`src/rtl/lcd_wr_pkg.sv`:
```
`timescale 1ns/1ps
package lcd_wr_pkg;

  typedef enum logic [2:0] {
    ST_PWRUP = 3'd0,
    ST_POLL  = 3'd1,
    ST_ISSUE = 3'd2,
    ST_IDLE  = 3'd3,
    ST_FAULT = 3'd4
  } seq_state_e;

  typedef enum logic [1:0] {
    OP_CHAR  = 2'd0,
    OP_MOVE  = 2'd1,
    OP_CLEAR = 2'd2,
    OP_RSVD  = 2'd3
  } cmd_op_e;

  typedef struct packed {
    logic       rs;
    logic [7:0] code;
  } bus_word_t;

  // instruction fields
  localparam logic BUS_8BIT   = 1'b1;
  localparam logic TWO_LINES  = 1'b1;
  localparam logic FONT_5X8   = 1'b0;
  localparam logic DISP_ON    = 1'b1;
  localparam logic CURSOR_ON  = 1'b0;
  localparam logic BLINK_ON   = 1'b0;
  localparam logic ADDR_INC   = 1'b1;
  localparam logic SHIFT_DISP = 1'b0;

  localparam logic [7:0] INS_FUNC   = {3'b001, BUS_8BIT, TWO_LINES, FONT_5X8, 2'b00};
  localparam logic [7:0] INS_DISP   = {5'b00001, DISP_ON, CURSOR_ON, BLINK_ON};
  localparam logic [7:0] INS_CLEAR  = 8'h01;
  localparam logic [7:0] INS_ENTRY  = {6'b000001, ADDR_INC, SHIFT_DISP};
  localparam logic [7:0] INS_SETPOS = 8'h80;

  localparam int INIT_STEPS = 4;

  function automatic logic [7:0] init_byte(input logic [1:0] idx);
    logic [7:0] b;
    case (idx)
      2'd0:    b = INS_FUNC;
      2'd1:    b = INS_DISP;
      2'd2:    b = INS_CLEAR;
      default: b = INS_ENTRY;
    endcase
    return b;
  endfunction

endpackage

```
`src/rtl/lcd_wr_addr_map.sv`:
```
`timescale 1ns/1ps
module lcd_wr_addr_map #(
  parameter int ROWS       = 2,
  parameter int COLS       = 20,
  parameter int ROW_W      = 2,
  parameter int COL_W      = 5,
  parameter int ROW_STRIDE = 64,
  parameter int ADDR_W     = 7
) (
  input  logic [ROW_W-1:0]  row,
  input  logic [COL_W-1:0]  col,
  output logic [ADDR_W-1:0] addr,
  output logic              in_range
);

  localparam int SUM_W = ROW_W + COL_W + $clog2(ROW_STRIDE) + 1;

  logic [SUM_W-1:0] row_base;
  logic [SUM_W-1:0] sum;

  always_comb begin
    in_range = (int'(row) < ROWS) && (int'(col) < COLS);
    row_base = SUM_W'(row) * SUM_W'(ROW_STRIDE);
    sum      = row_base + SUM_W'(col);
    addr     = sum[ADDR_W-1:0];
  end

endmodule

```
`src/rtl/lcd_wr_decode.sv`:
```
`timescale 1ns/1ps
module lcd_wr_decode
  import lcd_wr_pkg::*;
#(
  parameter int ROWS  = 2,
  parameter int COLS  = 20,
  parameter int ROW_W = 2,
  parameter int COL_W = 5
) (
  input  logic [1:0]       op,
  input  logic [7:0]       char_code,
  input  logic [ROW_W-1:0] row,
  input  logic [COL_W-1:0] col,
  output bus_word_t        word,
  output logic             ok
);

  localparam int ADDR_W = 7;

  logic [ADDR_W-1:0] ddram_addr;
  logic              pos_ok;

  lcd_wr_addr_map #(
    .ROWS      (ROWS),
    .COLS      (COLS),
    .ROW_W     (ROW_W),
    .COL_W     (COL_W),
    .ROW_STRIDE(64),
    .ADDR_W    (ADDR_W)
  ) u_map (
    .row     (row),
    .col     (col),
    .addr    (ddram_addr),
    .in_range(pos_ok)
  );

  always_comb begin
    word = '0;
    ok   = 1'b0;
    case (cmd_op_e'(op))
      OP_CHAR: begin
        word = '{rs: 1'b1, code: char_code};
        ok   = 1'b1;
      end
      OP_MOVE: begin
        word = '{rs: 1'b0, code: INS_SETPOS | {1'b0, ddram_addr}};
        ok   = pos_ok;
      end
      OP_CLEAR: begin
        word = '{rs: 1'b0, code: INS_CLEAR};
        ok   = 1'b1;
      end
      default: begin
        word = '0;
        ok   = 1'b0;
      end
    endcase
  end

endmodule

```
`src/rtl/lcd_wr_timer.sv`:
```
`timescale 1ns/1ps
module lcd_wr_timer #(
  parameter int CNT_W = 8
) (
  input  logic             clk,
  input  logic             rst_n,
  input  logic             clr,
  input  logic             en,
  output logic [CNT_W-1:0] cnt
);

  logic [CNT_W-1:0] cnt_d;
  logic             cnt_en;

  always_comb begin
    cnt_en = clr || (en && (cnt != {CNT_W{1'b1}}));
    cnt_d  = clr ? '0 : cnt + 1'b1;
  end

  always_ff @(posedge clk or negedge rst_n) begin
    if (!rst_n) begin
      cnt <= '0;
    end else if (cnt_en) begin
      cnt <= cnt_d;
    end
  end

endmodule

```
`src/rtl/lcd_wr_seq.sv`:
```
`timescale 1ns/1ps
module lcd_wr_seq
  import lcd_wr_pkg::*;
#(
  parameter int PWRUP_CYCLES = 8000000,
  parameter int POLL_LIMIT   = 4096,
  parameter int CNT_W        = 23
) (
  input  logic             clk,
  input  logic             rst_n,
  input  logic             cmd_valid,
  input  logic             cmd_ok,
  input  bus_word_t        cmd_word,
  output logic             cmd_ready,
  output logic             err_pulse,
  output logic             fault,
  input  logic [CNT_W-1:0] cnt,
  output logic             tmr_clr,
  output logic             tmr_en,
  output logic             bus_req,
  output logic             bus_rs,
  output logic             bus_rw,
  output logic [7:0]       bus_wdata,
  input  logic             bus_ack,
  input  logic             bus_busy
);

  localparam logic [CNT_W-1:0] PWR_LAST = CNT_W'(PWRUP_CYCLES - 1);
  localparam logic [CNT_W-1:0] POLL_MAX = CNT_W'(POLL_LIMIT);

  seq_state_e state_q, state_d;
  logic [1:0] step_q, step_d;
  logic       init_q, init_d;
  bus_word_t  pend_q, pend_d;
  logic       pend_en;
  logic       err_q, err_d;

  always_comb begin
    state_d = state_q;
    step_d  = step_q;
    init_d  = init_q;
    pend_d  = pend_q;
    pend_en = 1'b0;
    err_d   = 1'b0;
    case (state_q)
      ST_PWRUP: begin
        if (cnt >= PWR_LAST) begin
          state_d = ST_POLL;
          init_d  = 1'b1;
          step_d  = 2'd0;
          pend_d  = '{rs: 1'b0, code: init_byte(2'd0)};
          pend_en = 1'b1;
        end
      end
      ST_POLL: begin
        if (bus_ack) begin
          if (!bus_busy)             state_d = ST_ISSUE;
          else if (cnt >= POLL_MAX)  state_d = ST_FAULT;
        end
      end
      ST_ISSUE: begin
        if (bus_ack) begin
          if (init_q && (int'(step_q) != INIT_STEPS - 1)) begin
            state_d = ST_POLL;
            step_d  = step_q + 2'd1;
            pend_d  = '{rs: 1'b0, code: init_byte(step_q + 2'd1)};
            pend_en = 1'b1;
          end else begin
            state_d = ST_IDLE;
            init_d  = 1'b0;
          end
        end
      end
      ST_IDLE: begin
        if (cmd_valid) begin
          if (cmd_ok) begin
            state_d = ST_POLL;
            pend_d  = cmd_word;
            pend_en = 1'b1;
          end else begin
            err_d = 1'b1;
          end
        end
      end
      default: state_d = ST_FAULT;
    endcase
  end

  always_ff @(posedge clk or negedge rst_n) begin
    if (!rst_n) begin
      state_q <= ST_PWRUP;
      step_q  <= 2'd0;
      init_q  <= 1'b0;
      err_q   <= 1'b0;
    end else begin
      state_q <= state_d;
      step_q  <= step_d;
      init_q  <= init_d;
      err_q   <= err_d;
    end
  end

  always_ff @(posedge clk or negedge rst_n) begin
    if (!rst_n) begin
      pend_q <= '0;
    end else if (pend_en) begin
      pend_q <= pend_d;
    end
  end

  always_comb begin
    tmr_en    = (state_q == ST_PWRUP) || (state_q == ST_POLL);
    tmr_clr   = !tmr_en || (state_q == ST_PWRUP && state_d != ST_PWRUP);
    cmd_ready = (state_q == ST_IDLE);
    err_pulse = err_q;
    fault     = (state_q == ST_FAULT);
    bus_req   = (state_q == ST_POLL) || (state_q == ST_ISSUE);
    bus_rw    = (state_q == ST_POLL);
    bus_rs    = (state_q == ST_ISSUE) ? pend_q.rs : 1'b0;
    bus_wdata = (state_q == ST_ISSUE) ? pend_q.code : 8'h00;
  end

  // ---------------- assertions ----------------
  logic bf_ok_q;
  always_ff @(posedge clk or negedge rst_n) begin
    if (!rst_n) begin
      bf_ok_q <= 1'b0;
    end else if (bus_ack) begin
      bf_ok_q <= bus_rw && !bus_busy;
    end
  end

  assert_req_hold_R9: assert property (@(posedge clk) disable iff (!rst_n)
    bus_req && !bus_ack |=> bus_req && $stable(bus_rs) && $stable(bus_rw) && $stable(bus_wdata));

  assert_write_after_clear_R3: assert property (@(posedge clk) disable iff (!rst_n)
    bus_req && !bus_rw |-> bf_ok_q);

  assert_fault_sticky_R8: assert property (@(posedge clk) disable iff (!rst_n)
    fault |=> fault && !bus_req && !cmd_ready);

  assert_reject_quiet_R7: assert property (@(posedge clk) disable iff (!rst_n)
    err_pulse |-> $past(cmd_valid) && !bus_req && cmd_ready);

  assert_ready_no_req_R10: assert property (@(posedge clk) disable iff (!rst_n)
    cmd_ready |-> !bus_req);

endmodule

```
`src/rtl/lcd_text_writer.sv`:
```
`timescale 1ns/1ps
module lcd_text_writer
  import lcd_wr_pkg::*;
#(
  parameter int PWRUP_CYCLES = 8000000,
  parameter int POLL_LIMIT   = 4096,
  parameter int ROWS         = 2,
  parameter int COLS         = 20,
  parameter int ROW_W        = 2,
  parameter int COL_W        = 5
) (
  input  logic             clk,
  input  logic             rst_n,
  input  logic             cmd_valid,
  output logic             cmd_ready,
  input  logic [1:0]       cmd_op,
  input  logic [7:0]       cmd_char,
  input  logic [ROW_W-1:0] cmd_row,
  input  logic [COL_W-1:0] cmd_col,
  output logic             err_pulse,
  output logic             fault,
  output logic             bus_req,
  output logic             bus_rs,
  output logic             bus_rw,
  output logic [7:0]       bus_wdata,
  input  logic             bus_ack,
  input  logic [7:0]       bus_rdata
);

  localparam int MAX_CNT = (PWRUP_CYCLES > POLL_LIMIT) ? PWRUP_CYCLES : POLL_LIMIT;
  localparam int CNT_W   = $clog2(MAX_CNT + 2);

  logic [1:0] rst_sync;
  logic       rst_int_n;

  always_ff @(posedge clk or negedge rst_n) begin
    if (!rst_n) rst_sync <= 2'b00;
    else        rst_sync <= {rst_sync[0], 1'b1};
  end
  assign rst_int_n = rst_sync[1];

  bus_word_t        dec_word;
  logic             dec_ok;
  logic [CNT_W-1:0] tmr_cnt;
  logic             tmr_clr;
  logic             tmr_en;
  logic             unused_status_bits;

  assign unused_status_bits = ^bus_rdata[6:0];

  lcd_wr_decode #(
    .ROWS (ROWS),
    .COLS (COLS),
    .ROW_W(ROW_W),
    .COL_W(COL_W)
  ) u_decode (
    .op       (cmd_op),
    .char_code(cmd_char),
    .row      (cmd_row),
    .col      (cmd_col),
    .word     (dec_word),
    .ok       (dec_ok)
  );

  lcd_wr_timer #(.CNT_W(CNT_W)) u_timer (
    .clk  (clk),
    .rst_n(rst_int_n),
    .clr  (tmr_clr),
    .en   (tmr_en),
    .cnt  (tmr_cnt)
  );

  lcd_wr_seq #(
    .PWRUP_CYCLES(PWRUP_CYCLES),
    .POLL_LIMIT  (POLL_LIMIT),
    .CNT_W       (CNT_W)
  ) u_seq (
    .clk      (clk),
    .rst_n    (rst_int_n),
    .cmd_valid(cmd_valid),
    .cmd_ok   (dec_ok),
    .cmd_word (dec_word),
    .cmd_ready(cmd_ready),
    .err_pulse(err_pulse),
    .fault    (fault),
    .cnt      (tmr_cnt),
    .tmr_clr  (tmr_clr),
    .tmr_en   (tmr_en),
    .bus_req  (bus_req),
    .bus_rs   (bus_rs),
    .bus_rw   (bus_rw),
    .bus_wdata(bus_wdata),
    .bus_ack  (bus_ack),
    .bus_busy (bus_rdata[7])
  );

endmodule

```
`config.mk`:
```
export PLATFORM = sky130hd
export DESIGN_NAME = lcd_text_writer
export DESIGN_NICKNAME = d
export VERILOG_FILES = /design/src/rtl/lcd_wr_pkg.sv /design/src/rtl/lcd_wr_addr_map.sv /design/src/rtl/lcd_wr_decode.sv /design/src/rtl/lcd_wr_timer.sv /design/src/rtl/lcd_wr_seq.sv /design/src/rtl/lcd_text_writer.sv
export SDC_FILE = /design/constraint.sdc
export NUM_CORES = 1
export LEC_CHECK = 0
export BUFFER_PORTS_ARGS = -buffer_cell sky130_fd_sc_hd__buf_2
export CAP_MARGIN = 25
export CORE_ASPECT_RATIO = 0.6
export CORE_MARGIN = 3
export CORE_UTILIZATION = 45
export DETAILED_ROUTE_END_ITERATION = 12
export PLACE_DENSITY = 0.78
export SYNTH_ARGS = -nofsm -noshare
export SYNTH_HDL_FRONTEND = slang
export SYNTH_SLANG_ARGS = --single-unit
export TNS_END_PERCENT = 1
```
`constraint.sdc`:
```
create_clock -name clk -period 1.7 [get_ports clk]
set_input_delay 0.255 -clock clk [delete_from_list [all_inputs] [get_ports clk]]
set_output_delay 0.255 -clock clk [all_outputs]
set_load 0.1 [all_outputs]
```
* Word-level counts from Yosys, hierarchy flattened *
Cells that the tools add are included.

storage, ports and cells
  output and inout port bits = 14
  input bits = 29
  register bits = 41

cells by class
  eq/ne operators = 16
  reduce and logical (&&, ||, !) cells = 19
  muxes and demuxes = 38
  $add $sub $neg = 3
  $lt $le $gt $ge = 4

operators by type and width
  operator               number
  $pmux 9 s3             2
  $mux 9                 5
  $add 23x1->23 const B  1
  $ge 23x13->1 const B   1
  $ge 23x23->1 const B   1
  $mux 23                1
  $ne 23x23->1 const B   1
  $mux 3                 7
  $pmux 6 s3             1
  $mux 1                 12
  $pmux 3 s4             1
  $mux 2                 4
  $mux 8                 1
  $ne 2x1->1 const B     4
  $reduce_and 4->1       2
  $add 7x5->7            1
  $reduce_and 7->1       1
  $eq 3x2->1 const B     2
  $ne 2x2->1 const B     3
  $reduce_bool 3->1      2
  $lt 5x5->1 const B     1
  $eq 2x1->1 const B     2
  $eq 2x2->1 const B     2
  $logic_and 1x1->1      4
  other kinds (13)       18

* Logic depth before layout (Yosys ltp) *
  word-level depth = 10
  mapped depth = 8
  mapped depth without buffers = 6

* Cells and area by module *
From an unflattened synthesis, not the netlist that was laid out.

second synthesis, totals
  cell total of the unflattened synthesis = 291
  area, all modules = 2,648.8 um2

modules (own cells, without submodules)
  module           cells each  times used  sequential area each (um2)  area each (um2)
  lcd_wr_timer     139         1           575.6                       1,262.5
  lcd_wr_seq       117         1           400.4                       1,129.8
  lcd_wr_decode    22          1           0.0                         135.1
  lcd_wr_addr_map  10          1           0.0                         67.6
  lcd_text_writer  3           1           50.0                        53.8

* Worst setup path before layout *
No wires, ideal clock.

  kind = reg2out
  start point = register u_seq.state_q[0]
  end point = output port fault
  cell stages (with the launch flop) = 3
  path slack = -1.416 ns
  arrival = 2.861 ns
  cell sequence = dfrtp_1 -> clkbuf_1 -> nor3b_1

between the ends
  word-level cells in the longest chain between the ends = 1

RTL lines
  element                 line                   RTL
  from (decl)             lcd_wr_seq.sv:31       seq_state_e state_q, state_d;
  from (signal assigned)  lcd_wr_seq.sv:96       state_q <= state_d;
  $eq 3x3->1              lcd_wr_seq.sv:116      fault = (state_q == ST_FAULT);
  to (decl)               lcd_text_writer.sv:21  output logic fault,

No other way between the ends.

* Worst setup path after layout *
  start point = register u_timer.cnt[15]
  end point = register u_timer.cnt[13]

between the ends
  word-level cells in the longest chain between the ends = 9
  elaborated cells on any way between the ends = 14

RTL lines
  element                                             line                                    RTL
  from (decl)                                         lcd_wr_timer.sv:9                       output logic [CNT_W-1:0] cnt
  from (signal assigned)                              lcd_wr_timer.sv:24                      cnt <= cnt_d;
  $ge 23x13->1                                        lcd_wr_seq.sv:58                        else if (cnt >= POLL_MAX) state_d = ST_FAULT;
  $mux 3                                              lcd_wr_seq.sv:58
  $mux 3                                              lcd_wr_seq.sv:57                        if (!bus_busy) state_d = ST_ISSUE;
  $mux 3                                              lcd_wr_seq.sv:56                        if (bus_ack) begin
  $pmux 3 s4                                          lcd_wr_seq.sv:45                        case (state_q)
  $reduce_bool 3->1                                   lcd_wr_seq.sv:113                       tmr_clr = !tmr_en || (state_q == ST_PWRUP && state_d != ST_PWRUP);
  $logic_and 1x1->1                                   lcd_wr_seq.sv:113
  $logic_or 1x1->1                                    lcd_wr_seq.sv:113
  $mux 23 / $logic_or 1x1->1 (equally long branches)  lcd_wr_timer.sv:17, lcd_wr_timer.sv:16

Parallel ways exist; a longest one is shown, timed or not.
A chain may end at the register's enable or synchronous reset.

==> results by group <==
Critical path
  – R2r setup slk: -0.60 ns
  – Critical path required time: 1.88 ns
  – Critical Path Start: u_timer.cnt[15]
  – Crit end category: flop
  – Setup crit end: u_timer.cnt[13]
  – CP Max Fanout: 23
  – Startpoint types: flop
  – R2R Path End: u_timer.cnt[13]
  – Cells on worst reg2reg path: 6
  – CP arrival: approximately 2.5 ns
  – Crit path kind: reg -> reg
  – Crit Reg-Reg Startpoint: u_timer.cnt[15]

Logic synthesis
  – Top cells by area, synth: dfrtp_1, nand2_1, nor2_1
  – Complex-gate fraction of the synthesized area: 0.1705
  – Post-synthesis async set-or-reset flop share: 1.000
  – Mux cell area share after synthesis: 0.04474
  – #FFs+latches synth: roughly 40
  – Area leader, netlist: dfrtp_1
  – Synth Flop Type: dfrtp_1
  – Synth top area share: 0.4316
  – Syn Std Cell Area: 2377 um^2
  – Post-Synthesis Net Count: 290
  – Post-synth EDFFs: 0
  – Avg Inst Size Synth: about 9.3 um^2
  – Largest family of logic cells by synthesized area: simple AND/OR/NAND/NOR gates
  – Yosys warns: 0
  – Mapped Cells: 256
  – Sequential fraction of the synthesis area: 0.4316
  – Synth unique cells: 51
  – Adder-cell share of the synthesized area: 0.02632
  – Simple-Gate Fraction of Synth Area: 0.2500
  – Synth Area in XOR/XNOR: 0.04053

Timing
  – Clock skew: roughly 0.0065 ns
  – Finish-stage setup viols: 47
  – Max frequency: about 440 MHz
  – Crit path time final: about 2.3 ns
  – Unrepaired setup endpoints after global routing: true
  – Slew headroom: 0.6365
  – Final hold violations: 0
  – Worst Tran Pin Value: 0.5402 ns
  – WHS: 0.2518 ns
  – Final worst slack: -0.5970 ns
  – Period utilization: 1.351
  – Pins Over Slew Limit: 0

Clocking
  – CTS H-tree lvls: 2
  – Clock sinks: 41
  – Max Buffers Root-to-Sink: 2
  – CTS tree: yes
  – Worst-path clk slew: 0.08 ns
  – Root Buffer: clkbuf_8
  – Worst-Skew Late Latency: 0.30 ns
  – Number of buffers created by CTS: 5

Routing
  – Wire length per cell: between 15 and 20 um
  – Detailed Route Iter0 Violations: 150
  – Number of vias per cell: ~5.8
  – DRT Pass-1 Iters: 5
  – Drt drc: 0
  – Routed via count: ~2.4k
  – Remaining antenna violation count: 0
  – Final wirelength: 7094 um

Power
  – Int Pwr: 2.717 mW
  – Pwr/cell area: 1320 nW/um^2
  – Static leakage: 1.616 nW
  – Sw Share: 0.4065
  – VDD IR max: 0.9401 mV
  – Part of the power in registers: 0.278
  – Clk pwr share: 0.210
  – Gate power share: 0.512
  – Switching Power: around 1.9 mW

Layout
  – Fill cells: 341
  – Layout Area Growth over Synthesis: 45.89%
  – Layout cell share with drive strength beyond 1: 0.3907
  – Commonest non-fill, non-tap cells in the layout: buf_4, dfrtp_1, nor2_1, buf_2, nand2_1
  – Antenna fix cells: 0
  – Nets: 376
  – Core Util, Final: 0.7187
  – Commonest non-fill, non-tap cell in the layout: buf_4
  – Design area: 3468 um^2

Global routing
  – Initial antenna violation count: 0
  – GR Overflow Total: 0
  – Vias in the first global route: 2415
  – First-pass GRT wire length: 11930 um
  – Total GRT Usage: 0.2390
  – Pin count of the biggest net entering global routing: 40

Floorplan
  – Die W: 99.84 um
  – CORE AREA: 4826 um^2
  – Io pins: 43
  – Initial Util: 0.4926
  – Row cnt: 19
  – Full die area: 6220 um^2
  – Die Y: 62.30 um

Run status
  – Violated checks: negative setup slack
  – Status: finished, violations left

Place
  – Port Buffer Count: 35
  – Placement Cell Area: 3189 um^2
  – Post-DP HPWL: around 5400 um
  – GPL Wtd Cong: 0.8984

Run
  – Max-Cap Viols: 0

Min path
  – HP Class: in -> async
==> critical path: stages, from the launching register on <==
cell and delay, ns:
dfrtp_1 0.38, or4_4 0.55, or4b_4 0.50, o21a_1 0.24, o31ai_4 0.22, buf_12 0.20, a21oi_1 0.07
==> how the worst min path moves through the flow <==
stage	startpoint	to	slack [ns]	cells after the start
final	rst_n	rst_sync[0]	0.25	2
after global routing	rst_n	rst_sync[0]	0.24	2
after CTS	rst_n	rst_sync[0]	0.24	2
after detailed placement	rst_n	rst_sync[0]	0.04	1
after global placement	rst_n	rst_sync[0]	0.04	1
after floorplan	rst_n	rst_sync[0]	-0.04	0
==> registers in the layout, summed over array words and instances (netlist names) <==
register,flops
rst_sync,2
u_seq.err_pulse,1
u_seq.init_q,1
u_seq.pend_q,9
u_seq.state_q,3
u_seq.step_q,2
u_timer.cnt,23
==> timing repair <==
| item | 4_1_cts | 5_1_grt |
|---|---|---|
| hold buffers | 1 | 0 |
| setup endpoints to repair | 49 | 49 |
| hold endpoints to repair | 2 | 0 |
| setup buffers | 0 | 1 |
| resized for setup | 31 | 8 |
| pin swaps | 10 | 2 |
| cloned | 0 | 0 |
==> logic make-up (layout without fill, tap and decap cells) <==
family,after synthesis,in the layout
AOI/OAI and AO/OA,59,59
xor gates and xnor gates,11,11
adders and majority gates,5,5
buffers and inverters,18,105
DFF,41,41
muxes,10,10
other,1,1
and+or+nand+nor,111,111
==> synthesized netlist by cell type (4+ instances only) <==
cell type and count:
nand4_1 4, ha_1 5, mux2i_1 5, xnor2_1 6, nor2_1 24, xor2_1 5, o31ai_1 4, o21ai_0 11
nand3_1 6, nand2_1 24, inv_1 8, and4_1 5, and3_1 8, a31oi_1 5, clkbuf_1 7, nor3_1 6
or4_1 4, dfrtp_1 41, and2_1 13, a21oi_1 13, mux2_2 5
==> final cells by class <==
cell class	count	area [um^2]	share of cell area
clock buffers	5	68.82	0.01984
clock inverters	3	68.82	0.01984
inverters	8	30.03	0.008658
multi-input cells	197	1383	0.3986
flip-flops and latches	41	1026	0.2958
well taps	63	78.83	0.02273
repair buffers	89	813.3	0.2345
==> power groups by stage <==
stage | combinational (mW) | clock [mW] | sequential (mW)
floorplan | 1.26 | 0 | 1.29
global placement | 2.06 | 0 | 1.26
detailed placement | 2.12 | 0 | 1.27
CTS | 2.27 | 0.981 | 1.27
global route | 2.49 | 1.03 | 1.29
finish | 2.34 | 0.961 | 1.27
==> layer usage <==
layer,vias up,GRT usage,share of wire
li1,1118,-,-
met1,1151,0.3480,0.47
met2,83,0.3463,0.45
met3,14,0.06264,0.063
met4,0,0.07325,0.014
met5,-,0,0
==> through the flow <==
stage	std cells	setup WS (ns)	total power, mW	setup TNS [ns]
floorplan	256	-0.5298	2.552	-21.48
global placement	396	-0.5477	3.325	-17.90
detailed placement	396	-0.7062	3.390	-19.94
CTS	405	-0.5775	4.526	-20.22
global route	406	-0.6545	4.807	-22.99
finish	406	-0.5970	4.577	-19.69
(Power assumes the default switching activity.)
